--- src/rtl/tsa_pkg.sv ---
package tsa_pkg;
    localparam int FRAME_W    = 10;
    localparam int SHIFT_W    = 3;
    localparam int SLOT_W     = FRAME_W - SHIFT_W;
    localparam int MASK_N     = 32;
    localparam int MASK_IDX_W = $clog2(MASK_N);
    localparam int MASK_SPAN  = MASK_N * (1 << SHIFT_W);
    localparam int LANES      = 2;

    typedef struct packed {
        logic [SLOT_W-1:0]  slot;
        logic [SHIFT_W-1:0] shift;
        logic [FRAME_W-1:0] width;
        logic [MASK_N-1:0]  mask;
        logic               mask_en;
        logic               cont;
    } lane_cfg_t;

    // Counter preload: full count minus the delay, modulo the count range.
    function automatic logic [FRAME_W-1:0] preload(input logic [SLOT_W-1:0] s,
                                                   input logic [SHIFT_W-1:0] b);
        logic [FRAME_W-1:0] d;
        d = {s, b};
        return FRAME_W'(0) - d;
    endfunction
endpackage

--- src/rtl/tsa_offset.sv ---
module tsa_offset
    import tsa_pkg::*;
(
    input  logic               clk,
    input  logic               rst,
    input  logic               fsync,
    input  logic               cont,
    input  logic [FRAME_W-1:0] load,
    output logic               roll
);
    logic               run;
    logic [FRAME_W-1:0] cnt;

    assign roll = run && !fsync && (cnt == {FRAME_W{1'b1}});

    always_ff @(posedge clk) begin
        if (rst) begin
            run <= 1'b0;
            cnt <= '0;
        end else if (fsync) begin
            run <= 1'b1;
            cnt <= load;
        end else if (roll) begin
            run <= cont;
            cnt <= cont ? load : '0;
        end else if (run) begin
            cnt <= cnt + FRAME_W'(1);
        end
    end

    AST_SYNC_ARMS: assert property (@(posedge clk) disable iff (rst)
        fsync |=> run);

    AST_SINGLE_HALTS: assert property (@(posedge clk) disable iff (rst)
        (roll && !cont) |=> !run);

    AST_CONT_KEEPS: assert property (@(posedge clk) disable iff (rst)
        (roll && cont) |=> run);
endmodule

--- src/rtl/tsa_window.sv ---
module tsa_window
    import tsa_pkg::*;
(
    input  logic               clk,
    input  logic               rst,
    input  logic               fsync,
    input  logic               start,
    input  logic [FRAME_W-1:0] width,
    input  logic [MASK_N-1:0]  mask,
    input  logic               mask_en,
    output logic               strobe
);
    logic               act;
    logic [FRAME_W-1:0] pos;
    logic               last;
    logic [MASK_IDX_W-1:0] slot_idx;

    assign last     = mask_en ? (pos == FRAME_W'(MASK_SPAN - 1))
                              : (pos == width - FRAME_W'(1));
    assign slot_idx = pos[MASK_IDX_W+SHIFT_W-1:SHIFT_W];
    assign strobe   = act && (!mask_en || mask[slot_idx]);

    always_ff @(posedge clk) begin
        if (rst) begin
            act <= 1'b0;
            pos <= '0;
        end else if (fsync) begin
            act <= 1'b0;
            pos <= '0;
        end else if (start) begin
            act <= 1'b1;
            pos <= '0;
        end else if (act) begin
            if (last) begin
                act <= 1'b0;
            end else begin
                pos <= pos + FRAME_W'(1);
            end
        end
    end

    AST_SYNC_CLOSES: assert property (@(posedge clk) disable iff (rst)
        fsync |=> !strobe);

    AST_START_OPENS: assert property (@(posedge clk) disable iff (rst)
        (start && !fsync) |=> (act && pos == '0));

    AST_WIDTH_HOLDS: assert property (@(posedge clk) disable iff (rst)
        (act && !mask_en && !fsync && !start && pos != width - FRAME_W'(1))
            |=> act);
endmodule

--- src/rtl/tsa_lane.sv ---
module tsa_lane
    import tsa_pkg::*;
(
    input  logic      clk,
    input  logic      rst,
    input  logic      fsync,
    input  lane_cfg_t cfg,
    output logic      strobe
);
    logic roll;

    tsa_offset u_off (
        .clk   (clk),
        .rst   (rst),
        .fsync (fsync),
        .cont  (cfg.cont),
        .load  (preload(cfg.slot, cfg.shift)),
        .roll  (roll)
    );

    tsa_window u_win (
        .clk     (clk),
        .rst     (rst),
        .fsync   (fsync),
        .start   (roll),
        .width   (cfg.width),
        .mask    (cfg.mask),
        .mask_en (cfg.mask_en),
        .strobe  (strobe)
    );

    AST_EXPIRY_STROBES: assert property (@(posedge clk) disable iff (rst)
        (roll && !cfg.mask_en) |=> (strobe || cfg.mask_en));
endmodule

--- src/rtl/pcm_slot_assigner.sv ---
module pcm_slot_assigner
    import tsa_pkg::*;
(
    input  logic                clk,
    input  logic                rst,
    input  logic                fsync,
    input  logic [SLOT_W-1:0]   tx_slot,
    input  logic [SHIFT_W-1:0]  tx_shift,
    input  logic [FRAME_W-1:0]  tx_width,
    input  logic [MASK_N-1:0]   tx_mask,
    input  logic                tx_mask_en,
    input  logic                tx_cont,
    output logic                tx_strobe,
    input  logic [SLOT_W-1:0]   rx_slot,
    input  logic [SHIFT_W-1:0]  rx_shift,
    input  logic [FRAME_W-1:0]  rx_width,
    input  logic [MASK_N-1:0]   rx_mask,
    input  logic                rx_mask_en,
    input  logic                rx_cont,
    output logic                rx_strobe
);
    lane_cfg_t        cfg [LANES];
    logic [LANES-1:0] strobes;

    assign cfg[0] = '{slot: tx_slot, shift: tx_shift, width: tx_width,
                      mask: tx_mask, mask_en: tx_mask_en, cont: tx_cont};
    assign cfg[1] = '{slot: rx_slot, shift: rx_shift, width: rx_width,
                      mask: rx_mask, mask_en: rx_mask_en, cont: rx_cont};

    generate
        for (genvar g = 0; g < LANES; g++) begin : g_lane
            tsa_lane u_lane (
                .clk    (clk),
                .rst    (rst),
                .fsync  (fsync),
                .cfg    (cfg[g]),
                .strobe (strobes[g])
            );
        end
    endgenerate

    assign tx_strobe = strobes[0];
    assign rx_strobe = strobes[1];

    AST_RESET_QUIET: assert property (@(posedge clk)
        rst |=> (strobes == '0));
endmodule

--- config.mk ---
export PLATFORM = sky130hd
export DESIGN_NAME = pcm_slot_assigner
export DESIGN_NICKNAME = d
export VERILOG_FILES = /design/src/rtl/tsa_pkg.sv /design/src/rtl/tsa_offset.sv /design/src/rtl/tsa_window.sv /design/src/rtl/tsa_lane.sv /design/src/rtl/pcm_slot_assigner.sv
export SDC_FILE = /design/constraint.sdc
export NUM_CORES = 1
export LEC_CHECK = 0
export BUFFER_PORTS_ARGS = -buffer_cell sky130_fd_sc_hd__buf_2
export CORE_AREA = 2 2 101 103
export CTS_CLUSTER_SIZE = 25
export DETAILED_ROUTE_END_ITERATION = 12
export DIE_AREA = 0 0 103 105
export HOLD_SLACK_MARGIN = 0.08
export SLEW_MARGIN = 20
export SYNTH_ARGS = -nofsm -noshare
export SYNTH_HDL_FRONTEND = slang
export SYNTH_SLANG_ARGS = --single-unit
--- constraint.sdc ---
create_clock -name clk -period 3.06 [get_ports clk]
set_input_delay 0.459 -clock clk [delete_from_list [all_inputs] [get_ports clk]]
set_output_delay 0.459 -clock clk [all_outputs]
set_load 0.01 [all_outputs]
==> impl_metrics.toml, run 1 <==
[status]
status = "complete, no violations"

[timing]
maxSlewViolCount = 0
period_needed_ns = 2.77
whs_ns = 0.461
worst_pin_slew_ns = 0.630
finalSetupViolCount = 0
max_freq_ghz = 0.361
setup_slack_ns = 0.286
slew_headroom_pct = 57.9
hold_viol_final = 0
rsz0062_at_grt = "false"
timing.setup.tns_ns = 0
min_period_over_period_pct = 90.6
skew_ns = 0.00370

[clock_network]
cts_hold_buf = 0
cts_root_buffer = "clkbuf_8"
post_cts_buffers = 0
h-tree-depth = 2
cts_tree = "done"
path_clk_slew_ns = 0.08
numCtsBuffers = 5
clk_latency_ns = 0.29
clock-sinks = 44
clockBufferDepth = 2
cts_resized = 0

[global_route]
grt_pass1_vias = 3633
track_usage_pct = 17.3
grt-ovfl-total = 0
antenna_found_initial = 0
grt_max_degree = 25
grt_first_pass_wirelength_um = 15700

[setup_path]
path_buf_inv = 1
slowest_stage = "dfxtp_1"
cpMostUsedCell = "mux4_2"
cp_data_arrival_time_ns = 2.31
critPathMaxFanout = 17
required_ns = 2.60
max_stage_delay_ns = 0.73
critical-path-top-delay-family = "multiplexers"
critPathLaunchType = "flop"
path_class = "flop to output pin"
cp-end-kind = "output pin"
crit_chain = "mux4_2 -> mux4_2 -> mux2i_1 -> a21boi_0 -> buf_2"

[logic_synthesis]
syn_inst = 486
synth_edf_count = 0
ys_ff_latch = 44
synth.largest_area_cell = "dfxtp_1"
synth_fp_nets = 605
yosysMostFrequentCell = "nor2_1"
synth_area_leaders = "dfxtp_1 22%, mux4_2 12%, xnor2_1 7.4%"
synthDominantCellAreaShare_pct = 22.5
netlist_area_um2 = 3920
synthDistinctLibCells = 67
yosysSeqAreaShare_pct = 22.5
yosysWarnings = 0
synth_commonest_cells = "55 x nor2_1, 44 x dfxtp_1, 40 x nand2_1"
synth_ff_type = "dfxtp_1"
avgSynthCellArea_um2 = 8.06
ys_async_sr_fraction_pct = 0

[route]
wirelength_um = 9370
first_iter_violations = 94
ant_nets = 0
wire_per_inst_um = 13.0
vias_per_cell = 5.46
vias = 3923
drcViolationCount = 0
dr.pass1.iters = 4

[die]
fp.dieArea_um2 = 10800
die_y_um = 105
die_x_um = 103
core_um2 = 9640
initial_core_util_pct = 40.6
io-pin-count = 113
rows = 36

[cells_and_area]
fin_cells = 719
nets = 705
postLayoutCoreUtil_pct = 48.7
drive_gt1_share_pct = 28.2
stdcell_area_um2 = 4700
num_antenna_cells = 0
area_growth_pct = 20.0

[placement]
dp.cells = 712
dpl.hpwl_um = 7390
gp_congestion = 0.860
dpl_cell_area_um2 = 4600
pre_cts_ws_ns = -0.0375
port_buffers = 112

[job]
max_cap_viol_count = 0

[worst_hold_path]
hp-class = "input pin to flop"

[pwr]
ir_drop_v = 0.000224
fin_total_pwr_mw = 1.29
p_leak_nw = 1.73
power.density_nw_per_um2 = 275
[cells by family (layout without fill, tap and decap cells)]
kind of cell,after synthesis,in the layout,share of synthesized area [%]
multiplexers,24,24,12.5
buffers and inverters,45,145,4.47
adder cells (fa/ha/maj),8,8,2.56
AO/OA/AOI/OAI,110,110,19.6
flip-flops,44,44,22.5
AND/OR/NAND/NOR,203,203,26.7
XOR/XNOR,52,52,11.6
[registers in the layout, indices dropped and copies added, names as in the netlist]
name and cells:
g_lane.u_lane.u_win.act 2, g_lane.u_lane.u_off.cnt 20, g_lane.u_lane.u_win.pos 20, g_lane.u_lane.u_off.run 2
[layout by cell type (no fill, tap or decap), types with 8 or more instances in the layout]
cell / synthesis / layout
buf_2: 2 / 112
nor2_1: 55 / 55
dfxtp_1: 44 / 42
nand2_1: 40 / 40
a21oi_1: 34 / 34
xnor2_1: 33 / 33
nand3_1: 21 / 21
mux4_2: 20 / 20
o21ai_0: 20 / 20
xor2_1: 19 / 19
inv_1: 17 / 17
nor3_1: 15 / 15
or3_1: 10 / 10
buf_4: 1 / 9
nor4_1: 8 / 8
nand2b_1: 8 / 8
nand4_1: 8 / 8
ha_1: 8 / 8
[where the power goes]
group	switching [mW]	total [mW]	internal (mW)
registers	0.0256	0.617	0.591
clock network	0.191	0.392	0.201
logic	0.139	0.283	0.144
[final cells by class]
class,count,area [µm²]
repair buffers,121,628
fillers,988,4940
multi-input cells,397,2860
inverters,17,63.8
flip-flops and latches,44,883
well taps,133,166
clock buffers,7,96.3
[per-layer routing]
layer	GRT usage, %	part of all wire [%]	up-vias
met5	0	0	-
met4	3.20	0.61	0
met3	2.54	4.7	8
met2	29.7	48	94
met1	22.9	47	1825
li1	-	-	1996
[worst reg2reg max path, stage by stage (launching register included)]
cell and delay [ns]:
dfxtp_1 0.42, ha_1 0.27, nand2_1 0.09, nor3_1 0.31
and4_1 0.36, a31o_2 0.32, nand2_1 0.13, a21oi_1 0.14
nor2_1 0.05, a211oi_1 0.19
[final timing paths]
| path | startpoint | to | slack [ns] | cells after the start |
|---|---|---|---|---|
| hold / removal | rx_shift[0] | g_lane[1].u_lane.u_off.cnt[0] | 0.46 | 3 |
| setup / recovery | g_lane[1].u_lane.u_win.pos[4] | rx_strobe | 0.29 | 5 |
| setup reg to reg | g_lane[1].u_lane.u_off.cnt[0] | g_lane[1].u_lane.u_off.cnt[4] | 0.70 | 9 |
| hold reg to reg | g_lane[1].u_lane.u_win.pos[9] | g_lane[1].u_lane.u_win.pos[9] | 0.51 | 2 |
(Power assumes the default switching activity.)
==> run 2: changes to the inputs <==
--- a/config.mk
+++ b/config.mk
@@ -6,10 +6,10 @@
 export NUM_CORES = 1
 export LEC_CHECK = 0
 export BUFFER_PORTS_ARGS = -buffer_cell sky130_fd_sc_hd__buf_2
-export CORE_AREA = 2 2 101 103
+export CORE_AREA = 10 10 109 111
 export CTS_CLUSTER_SIZE = 25
 export DETAILED_ROUTE_END_ITERATION = 12
-export DIE_AREA = 0 0 103 105
+export DIE_AREA = 0 0 119 121
 export HOLD_SLACK_MARGIN = 0.08
 export SLEW_MARGIN = 20
 export SYNTH_ARGS = -nofsm -noshare
==> impl_metrics.toml, run 2 (synthesis gave the netlist of run 1 again) <==
[status]
status = "complete, no violations"

[setup_path]
r2r_start = "g_lane[1].u_lane.u_off.cnt[0]"
critPathMaxFanout = 17
cp.depth = 5
ff2ff_path_depth = 9
path_buf_inv = 1
required_ns = 2.60
path_class = "flop to output pin"
setup.worst_path.end = "rx_strobe"
max_stage_delay_ns = 0.73
slowest_stage = "dfxtp_1"
r2r-end = "g_lane[1].u_lane.u_off.cnt[4]"
cp_data_arrival_time_ns = 2.35
cp-end-kind = "output pin"
cpMostUsedCell = "mux4_2"
critPathLaunchType = "flop"
critical-path-top-delay-family = "multiplexers"
r2r_setup_slack_ns = 0.75
crit_chain = "mux4_2 -> mux4_2 -> mux2i_1 -> a21boi_0 -> buf_2"
crit_start = "g_lane[1].u_lane.u_win.pos[4]"

[cells_and_area]
most-common-layout-cells = "112 x buf_2, 55 x nor2_1, 42 x dfxtp_1"
top_regs = "g_lane.u_lane.u_off.cnt (20), g_lane.u_lane.u_win.pos (20)"
nets = 705
drive_gt1_share_pct = 28.3
layout_commonest_cell = "buf_2"
area_growth_pct = 20.7
n_fill_cell = 981
num_antenna_cells = 0
stdcell_area_um2 = 4730

[route]
wire_per_inst_um = 14.5
drcViolationCount = 0
vias = 3895
wirelength_um = 10500
dr.pass1.iters = 6
ant_nets = 0
vias_per_cell = 5.41
first_iter_violations = 162

[pwr]
combPwrFrac_pct = 20.4
p_int_mw = 1.02
switchingPower_mw = 0.365
pwr-share-clk_pct = 35.2
p_leak_nw = 1.74
p_seq_share_pct = 44.4
ir_drop_v = 0.000217
power.density_nw_per_um2 = 294
switching_share_pct = 26.3

[placement]
gp_congestion = 0.858
dpl.hpwl_um = 8360
port_buffers = 112
dpl_cell_area_um2 = 4600

[global_route]
antenna_found_initial = 0
grt-ovfl-total = 0
grt_pass1_vias = 3888
grt_max_degree = 25
grt_first_pass_wirelength_um = 17700
track_usage_pct = 14.0

[timing]
slew_headroom_pct = 58.3
period_needed_ns = 2.81
timing.setup.tns_ns = 0
rsz0062_at_grt = "false"
max_freq_ghz = 0.356
finalSetupViolCount = 0
worst_pin_slew_ns = 0.624
hold_viol_final = 0
skew_ns = 0.00693
min_period_over_period_pct = 91.9
maxSlewViolCount = 0

[worst_hold_path]
min_from = "rx_shift[0]"
hp-class = "input pin to flop"

[die]
die_y_um = 121
fp.dieArea_um2 = 14400
io-pin-count = 113
die_x_um = 119
initial_core_util_pct = 40.6
core_um2 = 9640
rows = 36

[job]
max_cap_viol_count = 0

[clock_network]
post_cts_buffers = 0
h-tree-depth = 2
numCtsBuffers = 5
path_clk_slew_ns = 0.08
cts_root_buffer = "clkbuf_8"
clk_latency_ns = 0.30
clockBufferDepth = 2
clock-sinks = 44
cts_tree = "done"
-- run 2: metrics by stage --
step / total power [mW] / hold slack, ns / std cells / worst slack [ns] / utilization, %
CTS: 1.41 / 0.459 / 720 / 0.101 / 49.0
detailed placement: 0.914 / 0.502 / 712 / -0.0251 / 47.7
floorplan: 0.790 / 0.470 / 486 / 0.219 / -
global route: 1.46 / 0.480 / 720 / 0.0890 / 49.1
finish: 1.39 / 0.470 / 720 / 0.248 / 49.1
global placement: 0.905 / 0.486 / 712 / 0.0739 / 47.7
-- run 2: what timing repair did --
item / in CTS / in global routing
hold buffers: 0 / 0
gates resized for setup: 1 / 1
setup endpoints to repair: 1 / 1
cloned: 0 / 0
-- run 2: cell type report --
| type | instances | area, µm² | area share, % |
|---|---|---|---|
| Tap cell | 133 | 166 | 3.52 |
| Sequential cell | 44 | 883 | 18.7 |
| Timing Repair Buffer | 121 | 628 | 13.3 |
| Multi-Input combinational cell | 397 | 2860 | 60.5 |
| Clock inverter | 1 | 30.0 | 0.635 |
| Inverter | 17 | 63.8 | 1.35 |
| Clock buffer | 7 | 96.3 | 2.04 |
-- run 2: per-layer routing --
layer	track usage, %	up-vias	part of all wire, %
met5	0	-	0
met3	3.02	6	3.8
met2	24.2	81	48
li1	-	1986	-
met1	17.8	1822	48
met4	2.06	0	0.44
-- run 2: power by group through the flow --
stage	registers, mW	clock network (mW)	logic [mW]
6_report	0.617	0.489	0.284
5_1_grt	0.621	0.520	0.320
4_1_cts	0.616	0.506	0.286
3_5_place_dp	0.630	0	0.284
3_3_place_gp	0.629	0	0.276
2_1_floorplan	0.619	0	0.171
-- run 2: worst min-delay path by stage --
stage,slack [ns],cells past startpoint,endpoint
2_1_floorplan,0.47,2,g_lane[1].u_lane.u_win.pos[9]
6_report,0.47,3,g_lane[1].u_lane.u_off.cnt[0]
3_3_place_gp,0.49,2,g_lane[1].u_lane.u_win.pos[9]
5_1_grt,0.48,3,g_lane[1].u_lane.u_off.cnt[0]
4_1_cts,0.46,3,g_lane[1].u_lane.u_off.cnt[0]
3_5_place_dp,0.50,2,g_lane[1].u_lane.u_win.pos[9]
-- run 2: worst register-to-register path: cells and delay by family, from the launching register on --
kind,cells,cell delay (ns)
AO/OA/AOI/OAI,3,0.64
flip-flops,1,0.41
AND/OR/NAND/NOR,5,0.93
adder cells (fa/ha/maj),1,0.26
==> run 3: changes to the inputs <==
==> constraint.sdc (replaced) <==
create_clock -name clk -period 3.06 [get_ports clk]
set_input_delay 0.459 -clock clk [delete_from_list [all_inputs] [get_ports clk]]
set_output_delay 0.459 -clock clk [all_outputs]
set_load 0.1 [all_outputs]
==> impl_metrics.toml, run 3 (synthesis gave the netlist of run 1 again) <==
[setup_path]
critPathLaunchType = "flop"
slowest_stage = "mux4_2"
required_ns = 2.60
crit_chain = "mux4_2 -> mux4_2 -> mux2i_1 -> a21boi_2 -> buf_2"
cp_data_arrival_time_ns = 2.47
critPathMaxFanout = 13
max_stage_delay_ns = 0.57
cpMostUsedCell = "mux4_2"
path_class = "flop to output pin"
cp-end-kind = "output pin"

[clock_network]
cts_root_buffer = "clkbuf_8"
numCtsBuffers = 5
clock-sinks = 44
h-tree-depth = 2
path_clk_slew_ns = 0.09
cts_hold_buf = 0
clk_latency_ns = 0.30
cts_tree = "done"
clockBufferDepth = 2
cts_resized = 2
post_cts_buffers = 0

[die]
io-pin-count = 113
die_y_um = 121
core_um2 = 9640
die_x_um = 119
initial_core_util_pct = 40.6
fp.dieArea_um2 = 14400
rows = 36

[timing]
min_period_over_period_pct = 95.7
skew_ns = 0.00650
max_freq_ghz = 0.342
maxSlewViolCount = 0
timing.setup.tns_ns = 0
finalSetupViolCount = 0
slew_headroom_pct = 59.9
worst_pin_slew_ns = 0.601
rsz0062_at_grt = "false"
period_needed_ns = 2.93
setup_slack_ns = 0.133
hold_viol_final = 0

[route]
wirelength_um = 10400
vias_per_cell = 5.46
drcViolationCount = 0
ant_nets = 0
first_iter_violations = 165
vias = 3930
dr.pass1.iters = 4
wire_per_inst_um = 14.4

[global_route]
track_usage_pct = 14.0
grt_pass1_vias = 3926
grt_max_degree = 25
antenna_found_initial = 0
grt_first_pass_wirelength_um = 17600
grt-ovfl-total = 0

[cells_and_area]
layout_commonest_cell = "buf_2"
n_fill_cell = 999
nets = 705
most-common-layout-cells = "112 x buf_2, 55 x nor2_1, 42 x dfxtp_1"
area_growth_pct = 20.9
top_regs = "g_lane.u_lane.u_off.cnt (20), g_lane.u_lane.u_win.pos (20)"
num_antenna_cells = 0
drive_gt1_share_pct = 28.6

[pwr]
p_leak_nw = 1.74
power.density_nw_per_um2 = 295
ir_drop_v = 0.000225

[placement]
gp_congestion = 0.865
dpl.hpwl_um = 8420
port_buffers = 112
pre_cts_ws_ns = 0.0108

[job]
max_cap_viol_count = 0

[status]
status = "complete, no violations"

[worst_hold_path]
hp-class = "input pin to flop"
## run 3: cell counts in the layout (fill, tap and decap cells not counted)
No cell type changed its count.
## run 3: path summary, 6_finish.rpt
check             depth (start not counted)                            end  slack (ns)                          start
setup / recovery                          5                      rx_strobe        0.13  g_lane[1].u_lane.u_win.pos[3]
hold / removal                            3  g_lane[1].u_lane.u_off.cnt[0]        0.44                    rx_shift[0]
setup reg to reg                          9  g_lane[1].u_lane.u_off.cnt[4]        0.72  g_lane[1].u_lane.u_off.cnt[0]
hold reg to reg                           2  g_lane[1].u_lane.u_win.pos[9]        0.51  g_lane[1].u_lane.u_win.pos[9]
## run 3: final cells by class
class	instances	area [µm²]	area share [%]
clock buffers	7	96.3	2.03
clock inverters	1	30.0	0.634
inverters	17	63.8	1.35
multi-input cells	397	2870	60.6
flip-flops and latches	44	883	18.7
well taps	133	166	3.51
repair buffers	121	628	13.3
## run 3: report_power, final
part / switching, mW / internal [mW] / total (mW)
clock network: 0.207 / 0.288 / 0.495
logic: 0.139 / 0.145 / 0.283
registers: 0.0259 / 0.591 / 0.617
## run 3: layer usage
layer / share of wire (%) / track usage, % / up-vias
met2: 49 / 25.0 / 99
met4: 0.71 / 2.29 / 0
met3: 4.5 / 2.47 / 8
met1: 46 / 17.4 / 1831
met5: 0 / 0 / -
li1: - / - / 1992
## run 3: stage by stage
| stage | utilization (%) | hold slack, ns | instance area [µm²] | instances | total power, mW |
|---|---|---|---|---|---|
| final | 49.1 | 0.439 | 4740 | 720 | 1.40 |
| after global routing | 49.1 | 0.455 | 4740 | 720 | 1.47 |
| after CTS | 49.1 | 0.440 | 4740 | 720 | 1.41 |
| after detailed placement | 47.8 | 0.495 | 4610 | 712 | 0.914 |
| after global placement | 47.8 | 0.486 | 4610 | 712 | 0.906 |
| after floorplan | - | 0.470 | 3920 | 486 | 0.790 |
## run 3: critical path, delay by kind of cell, from the launching register on
kind / cells / cell delay [ns]
AO/OA/AOI/OAI: 1 / 0.08
multiplexers: 3 / 1.24
buffers and inverters: 1 / 0.29
flip-flops: 1 / 0.56
